===== src/rtl/sqb_pkg.sv =====
package sqb_pkg;
  typedef enum logic [1:0] {
    PKT_POSTED = 2'b00,
    PKT_NPREQ  = 2'b01,
    PKT_CPL    = 2'b10
  } pkt_kind_e;

  function automatic logic needs_req_credit(input pkt_kind_e k);
    return k == PKT_NPREQ;
  endfunction

  function automatic logic credit_event(input logic early, input logic main_leave,
                                        input logic any_pop);
    return early ? main_leave : any_pop;
  endfunction
endpackage


===== src/rtl/sqb_fifo.sv =====
module sqb_fifo #(
  parameter int DEPTH = 4,
  parameter int W     = 8
) (
  input  logic         clk,
  input  logic         rst_n,
  input  logic         wr_en,
  input  logic [W-1:0] wr_data,
  input  logic         rd_en,
  output logic [W-1:0] rd_data,
  output logic         empty,
  output logic         full
);
  localparam int AW = (DEPTH > 1) ? $clog2(DEPTH) : 1;
  localparam int CW = $clog2(DEPTH + 1);

  logic [W-1:0]  mem [DEPTH];
  logic [AW-1:0] wr_ptr, rd_ptr;
  logic [CW-1:0] cnt;
  logic          wr_ok, rd_ok;

  function automatic logic [AW-1:0] bump(input logic [AW-1:0] p);
    return (p == AW'(DEPTH - 1)) ? '0 : p + 1'b1;
  endfunction

  assign empty   = (cnt == '0);
  assign full    = (cnt == CW'(DEPTH));
  assign wr_ok   = wr_en && !full;
  assign rd_ok   = rd_en && !empty;
  assign rd_data = mem[rd_ptr];

  always_ff @(posedge clk) begin
    if (wr_ok) mem[wr_ptr] <= wr_data;
  end

  always_ff @(posedge clk) begin
    if (!rst_n) begin
      wr_ptr <= '0;
      rd_ptr <= '0;
      cnt    <= '0;
    end else begin
      if (wr_ok) wr_ptr <= bump(wr_ptr);
      if (rd_ok) rd_ptr <= bump(rd_ptr);
      case ({wr_ok, rd_ok})
        2'b10:   cnt <= cnt + 1'b1;
        2'b01:   cnt <= cnt - 1'b1;
        default: cnt <= cnt;
      endcase
    end
  end
endmodule


===== src/rtl/sqb_head_arb.sv =====
module sqb_head_arb
  import sqb_pkg::*;
(
  input  logic      main_empty,
  input  pkt_kind_e main_kind,
  input  logic      byp_empty,
  input  logic      byp_full,
  input  logic      req_ok,
  input  logic      ord_ok,
  input  logic      pop_ready,
  output logic      pop_valid,
  output logic      sel_byp,
  output logic      issue_byp,
  output logic      issue_main,
  output logic      move_byp
);
  logic byp_go, main_req, main_go;

  always_comb begin
    byp_go   = !byp_empty && req_ok;
    main_req = !main_empty && needs_req_credit(main_kind);
    main_go  = !main_empty && !byp_go && (main_req ? req_ok : ord_ok);
    move_byp = main_req && !req_ok && !byp_full;
    sel_byp    = byp_go;
    pop_valid  = byp_go || main_go;
    issue_byp  = byp_go && pop_ready;
    issue_main = main_go && pop_ready;
  end
endmodule


===== src/rtl/sqb_credit_ret.sv =====
module sqb_credit_ret
  import sqb_pkg::*;
(
  input  logic clk,
  input  logic rst_n,
  input  logic cfg_early,
  input  logic main_leave,
  input  logic any_pop,
  output logic credit_ret
);
  always_ff @(posedge clk) begin
    if (!rst_n) credit_ret <= 1'b0;
    else        credit_ret <= credit_event(cfg_early, main_leave, any_pop);
  end
endmodule


===== src/rtl/sqb_ingress.sv =====
module sqb_ingress
  import sqb_pkg::*;
#(
  parameter int MAIN_DEPTH = 8,
  parameter int BYP_DEPTH  = 4,
  parameter int DATA_W     = 32
) (
  input  logic              clk,
  input  logic              rst_n,
  input  logic              cfg_early,
  input  logic              push_valid,
  input  logic [1:0]        push_kind,
  input  logic [DATA_W-1:0] push_data,
  output logic              push_ready,
  output logic              pop_valid,
  input  logic              pop_ready,
  output logic [1:0]        pop_kind,
  output logic [DATA_W-1:0] pop_data,
  input  logic              req_ok,
  input  logic              ord_ok,
  output logic              credit_ret
);
  localparam int ENTRY_W = DATA_W + 2;

  logic [ENTRY_W-1:0] main_head, byp_head, out_entry;
  logic main_empty, main_full, byp_empty, byp_full;
  logic sel_byp, issue_byp, issue_main, move_byp;
  logic push_acc, main_leave, any_pop;
  logic [1:0] main_kind_w;

  assign push_ready  = !main_full;
  assign push_acc    = push_valid && push_ready;
  assign main_kind_w = main_head[ENTRY_W-1 -: 2];
  assign main_leave  = issue_main || move_byp;
  assign any_pop     = issue_main || issue_byp;

  sqb_fifo #(.DEPTH(MAIN_DEPTH), .W(ENTRY_W)) u_main (
    .clk(clk), .rst_n(rst_n),
    .wr_en(push_acc), .wr_data({push_kind, push_data}),
    .rd_en(main_leave), .rd_data(main_head),
    .empty(main_empty), .full(main_full)
  );

  sqb_fifo #(.DEPTH(BYP_DEPTH), .W(ENTRY_W)) u_byp (
    .clk(clk), .rst_n(rst_n),
    .wr_en(move_byp), .wr_data(main_head),
    .rd_en(issue_byp), .rd_data(byp_head),
    .empty(byp_empty), .full(byp_full)
  );

  sqb_head_arb u_arb (
    .main_empty(main_empty), .main_kind(pkt_kind_e'(main_kind_w)),
    .byp_empty(byp_empty), .byp_full(byp_full),
    .req_ok(req_ok), .ord_ok(ord_ok), .pop_ready(pop_ready),
    .pop_valid(pop_valid), .sel_byp(sel_byp),
    .issue_byp(issue_byp), .issue_main(issue_main), .move_byp(move_byp)
  );

  sqb_credit_ret u_cred (
    .clk(clk), .rst_n(rst_n), .cfg_early(cfg_early),
    .main_leave(main_leave), .any_pop(any_pop), .credit_ret(credit_ret)
  );

  assign out_entry = sel_byp ? byp_head : main_head;
  assign pop_kind  = out_entry[ENTRY_W-1 -: 2];
  assign pop_data  = out_entry[DATA_W-1:0];
endmodule


===== config.mk =====
export PLATFORM = sky130hd
export DESIGN_NAME = sqb_ingress
export DESIGN_NICKNAME = d
export VERILOG_FILES = /design/src/rtl/sqb_pkg.sv /design/src/rtl/sqb_fifo.sv /design/src/rtl/sqb_head_arb.sv /design/src/rtl/sqb_credit_ret.sv /design/src/rtl/sqb_ingress.sv
export SDC_FILE = /design/constraint.sdc
export NUM_CORES = 1
export LEC_CHECK = 0
export ABC_AREA = 1
export BUFFER_PORTS_ARGS = -buffer_cell sky130_fd_sc_hd__buf_2
export CAP_MARGIN = 20
export CORE_ASPECT_RATIO = 0.6
export CORE_UTILIZATION = 56
export DETAILED_ROUTE_END_ITERATION = 10
export GPL_TIMING_DRIVEN = 0
export PLACE_DENSITY = 0.71
export SLEW_MARGIN = 30
export SYNTH_ARGS = -nofsm -noshare
export SYNTH_HDL_FRONTEND = slang
export SYNTH_SLANG_ARGS = --single-unit

===== constraint.sdc =====
create_clock -name clk -period 3.9 [get_ports clk]
set_clock_uncertainty 0.05 [all_clocks]
set_input_delay 0 -clock clk [delete_from_list [all_inputs] [get_ports clk]]
set_output_delay 0 -clock clk [all_outputs]
set_load 0.005 [all_outputs]

Word-level counts from Yosys, hierarchy flattened
Memories as Yosys holds them, arrays and structs flattened. A register that Yosys moved wholly into a read port is not among the register bits.
Cells that the tools add are included.

word-level totals
  memories = 2
  bits of input ports = 41
  memory bits (read-only) = 0
  register bits after elaboration = 18
  latch bits = 0
  logic and storage cells = 71
  bits in writable memories = 408

cells by class
  multiplexer cells = 17
  bitwise gates (word level) = 0
  multipliers = 0
  div/mod/pow operators = 0
  eq/ne operators = 11
  shift operators = 0
  magnitude comparators = 0
  $add $sub $neg = 8
  reductions and logical operators = 26

memory list
  memory      depth  bits a word  rd ports  clocked after Yosys merged registers in  wr ports  RTL line        RTL
  u_main.mem  8      34           1         1                                        1         sqb_fifo.sv:17  logic [W-1:0] mem [DEPTH];
  u_byp.mem   4      34           1         1                                        1         sqb_fifo.sv:17

operators with widths
  kind                   count
  $mux W34               1
  $logic_and A1 B1 Y1    13
  $mux W3                4
  $add A3 B1 Y3 const B  3
  $eq A3 B3 Y1 const B   3
  $eq A2 B2 Y1 const B   4
  $mux W2                4
  $pmux W4 S2            1
  $eq A2 B1 Y1 const B   3
  $logic_not A1 Y1       6
  $mux W1                6
  $pmux W3 S2            1
  $add A2 B1 Y2 const B  2
  $add A4 B1 Y4 const B  1
  $eq A4 B4 Y1 const B   1
  $logic_not A4 Y1       1
  $reduce_bool A2 Y1     2
  $sub A4 B1 Y4 const B  1
  $logic_not A3 Y1       1
  $logic_or A1 B1 Y1     3
  $sub A3 B1 Y3 const B  1

Logic depth before layout (Yosys ltp)
  depth in word-level cells = 11
  depth in mapped cells = 19

Cells and area by module
A second synthesis with hierarchy kept.

unflattened totals
  cells, all modules = 1395
  area total of the unflattened synthesis = 17670.7 sq um

modules (own cells, without submodules)
  module             times used  area each (sq um)  cells each
  sqb_fifo (u_main)  1           11292.1            858
  sqb_fifo (u_byp)   1           5745.5             400
  sqb_ingress        1           518.0              115
  sqb_head_arb       1           73.8               16
  sqb_credit_ret     1           41.3               6

Worst setup path after synthesis
Ideal clock, no wire load.

  path type = register to register
  start = register with a tool-made name
  end = memory u_byp.mem[0][0] (netlist name) (enable)
  buffers on the path = 2
  data arrival time = 2.681 ns
  data required time = 3.424 ns
  setup time = 0.426 ns
  cell stages (with the launch flop) = 13
  slack = 0.743 ns
  path through = dfxtp_1 inv_2 buf_6 nand2_1 nand3_1 nand2_1 nand2_1 nand2_2 nand3_2 nor2_2 nand2_2 buf_6 nor2_1

RTL lines
  element        RTL line
  end, declared  sqb_fifo.sv:17

==> metrics.csv <==
stage,metric,value,unit
global_routing,track_usage,27.2,%
detailed_routing,drt-initial-drc-count,1324,
floorplan,die_h,138,µm
min_path,whs_path_depth,7,
floorplan,rows,49,
power,power.density,625,nW/µm²
timing,fin_ws,0.652,ns
detailed_routing,vias,11400,
timing,fmax,0.308,GHz
global_routing,grt_pass1_vias,10800,
run,cap_violations,0,
timing,finalCriticalPeriod,3.25,ns
timing,max_slew_margin,38.0,%
layout,fin_cells,1994,
layout,layout_commonest_cell,edfxtp_1,
clock_tree,cts_tree,yes,
setup_path,reg2reg_depth,19,
layout,drive_above_1_share,12.5,%
placed_design,place_congestion,0.814,
layout,synthToLayoutAreaGrowth,17.3,%
detailed_routing,avgRoutedWirePerCell,21.1,µm
placed_design,hpwl,27700,µm
placed_design,placed_cells,1886,
run_status,status,"complete, no violations",
setup_path,critPathLaunchType,register,
timing,hold_slack,0.100,ns
detailed_routing,drcViolationCount,0,
synth,synth_top_area_share,71.4,%
clock_tree,post_cts_resized,0,
clock_tree,insertion_delay,0.53,ns
global_routing,grt_remaining_overflow,0,
min_path,hold_start,ord_ok,
setup_path,crit_type,reg2out,
synth,seq_area_frac_synth,74.1,%
synth,yosys-top-cells-area,"edfxtp_1 (71%), nor2_1 (6.9%), o21ai_0 (5.9%), nand2_1 (3.0%), dfxtp_1 (2.7%)",
setup_path,reg2reg_slack,0.84,ns
timing,setup_violations,0,
floorplan,fp.dieW,228,µm
timing,drv_slew,0,
synth,yosys_warnings,0,
detailed_routing,firstDrtPassIters,5,
min_path,holdPathEnd,u_main.rd_ptr[0],
synth,syn_area,17200,µm²
clock_tree,path_clk_slew,0.07,ns
layout,diodes,0,
synth,ys_ff_latch,431,
power,vdd.ir_drop.worst,0.334,mV
clock_tree,cts_max_level,2,
setup_path,cp_max_fo,10,
synth,avgSynthCellArea,12.4,µm²
timing,finalHoldViolations,0,
synth,synth.largest_area_cell,edfxtp_1,
global_routing,grt_max_degree,24,
setup_path,crit_required,3.85,ns
detailed_routing,wl,42100,µm
layout,final_cell_mix,"edfxtp_1 (408), nor2_1 (303), o21ai_0 (201), nand2_1 (138), buf_2 (91)",
clock_tree,cts_max_path_buffers,3,
clock_tree,cts-buffers-inserted,38,
detailed_routing,drtAntennaViolNets,0,
floorplan,die-area,31400,µm²
setup_path,r2r_end,u_main.cnt[3],
timing,finalCritPeriodShare,83.3,%
global_routing,antenna_found_initial,0,
setup_path,arrival,3.20,ns
min_path,worstHoldPathType,in2reg,
global_routing,grt_pass1_wl,63000,µm
clock_tree,root_buffer,clkbuf_16,
clock_tree,cts.sinks,431,
timing,worst_pin_slew,0.926,ns
floorplan,ioPinCount,78,
layout,finalNetCount,1614,
timing,rsz0062_at_grt,false,
placed_design,io_buffers,77,
power,power.leakage,7.09,nW
floorplan,core_area,30000,µm²
detailed_routing,viasPerCell,5.72,
power,design_power_total,12.6,mW
setup_path,end_kind,primary output,
synth,synth_nets,1439,
synth,syn_inst,1384,
placed_design,post-place-ws,0.889,ns
floorplan,initial_utilization,57.1,%
synth,synth_cell_types,32,
-- worst max-delay path, stage by stage, from the launching register on --
cell	delay, ns
dfxtp_1	0.49
buf_4	0.24
clkbuf_1	0.36
o21ai_0	0.18
o22ai_1	0.23
nor2_1	0.11
a31oi_1	0.69
nand2_1	0.11
nand2_1	0.13
buf_2	0.12
-- how the worst max path moves through the flow --
stage	end	slack, ns	cells after the start
2_1_floorplan	u_byp.mem[0][0]	0.74	12
3_3_place_gp	u_byp.mem[0][14]	-0.55	12
3_5_place_dp	u_main.cnt[3]	0.89	19
4_1_cts	pop_data[7]	0.72	10
5_1_grt	pop_data[5]	0.48	9
6_report	pop_data[5]	0.65	9
-- metal layers --
| metal | part of all wire [%] | track usage (%) | vias up |
|---|---|---|---|
| met5 | 0 | 0 | - |
| met4 | 1.7 | 5.85 | 0 |
| met3 | 11 | 4.86 | 62 |
| met2 | 44 | 41.8 | 581 |
| met1 | 43 | 40.9 | 5457 |
| li1 | - | - | 5313 |
-- registers in the layout (all words and copies together) (netlist names), named ones only --
signal / cells
u_main.rd_ptr: 3
u_main.wr_ptr: 3
u_byp.mem: 136
u_cred.credit_ret: 1
u_byp.cnt: 3
u_byp.wr_ptr: 2
u_main.cnt: 4
u_byp.rd_ptr: 2
u_main.mem: 272
-- cells in the mapped netlist --
cell type / n
buf_1: 5
nor2_1: 315
inv_2: 3
fa_1: 1
a21oi_1: 14
and3_1: 1
o22ai_1: 66
a31oi_2: 8
nand2_2: 4
a31oi_1: 26
nand3_1: 15
nand4_1: 1
xor2_1: 3
edfxtp_1: 408
nand3_2: 2
o21ai_0: 201
buf_4: 7
nor2_2: 1
inv_1: 46
buf_6: 3
ha_1: 13
xnor2_1: 1
buf_8: 1
o21ai_1: 11
dfxtp_1: 23
buf_2: 14
o211a_1: 1
clkbuf_1: 49
a21oi_2: 1
or2_2: 1
nand3b_1: 1
nand2_1: 138
-- kinds of logic (layout without fill, tap and decap cells) --
group,Yosys count,in the layout,synth area share (%)
simple gates,479,479,10.8
xor+xnor,4,4,0.204
fa+ha+maj,14,14,1.06
flops,431,431,74.1
buf+inv,128,330,3.25
compound gates,328,328,10.6
-- per-stage QoR --
step / util, % / instance area [µm²] / setup TNS (ns)
after floorplan: - / 17200 / 0
after global placement: 60.1 / 18100 / -100.02
after detailed placement: 61.9 / 18600 / 0
after CTS: 67.0 / 20100 / 0
after global routing: 67.0 / 20100 / 0
final: 67.0 / 20100 / 0
-- layout make-up --
type | instances | area, µm²
plain buffers | 79 | 374
clock buffers | 49 | 1010
clock inverters | 18 | 110
fillers | 2178 | 9910
inverters | 49 | 184
multi-input cells | 825 | 3990
flip-flops and latches | 431 | 12700
well taps | 408 | 510
repair buffers | 135 | 1240
-- repair_timing --
item,in CTS,in global routing
hold buffers,41,0
endpoints found under the hold margin,295,0
buffers inserted,0,0
setup endpoints to repair,0,0
-- report_power, final --
| group | total [mW] | internal [mW] | switching [mW] |
|---|---|---|---|
| Clock | 3.52 | 1.90 | 1.61 |
| Combinational | 3.36 | 1.04 | 2.32 |
| Sequential | 5.71 | 5.61 | 0.101 |
| Total | 12.6 | 8.55 | 4.04 |
Note: power is estimated with default switching activity, not from simulation.
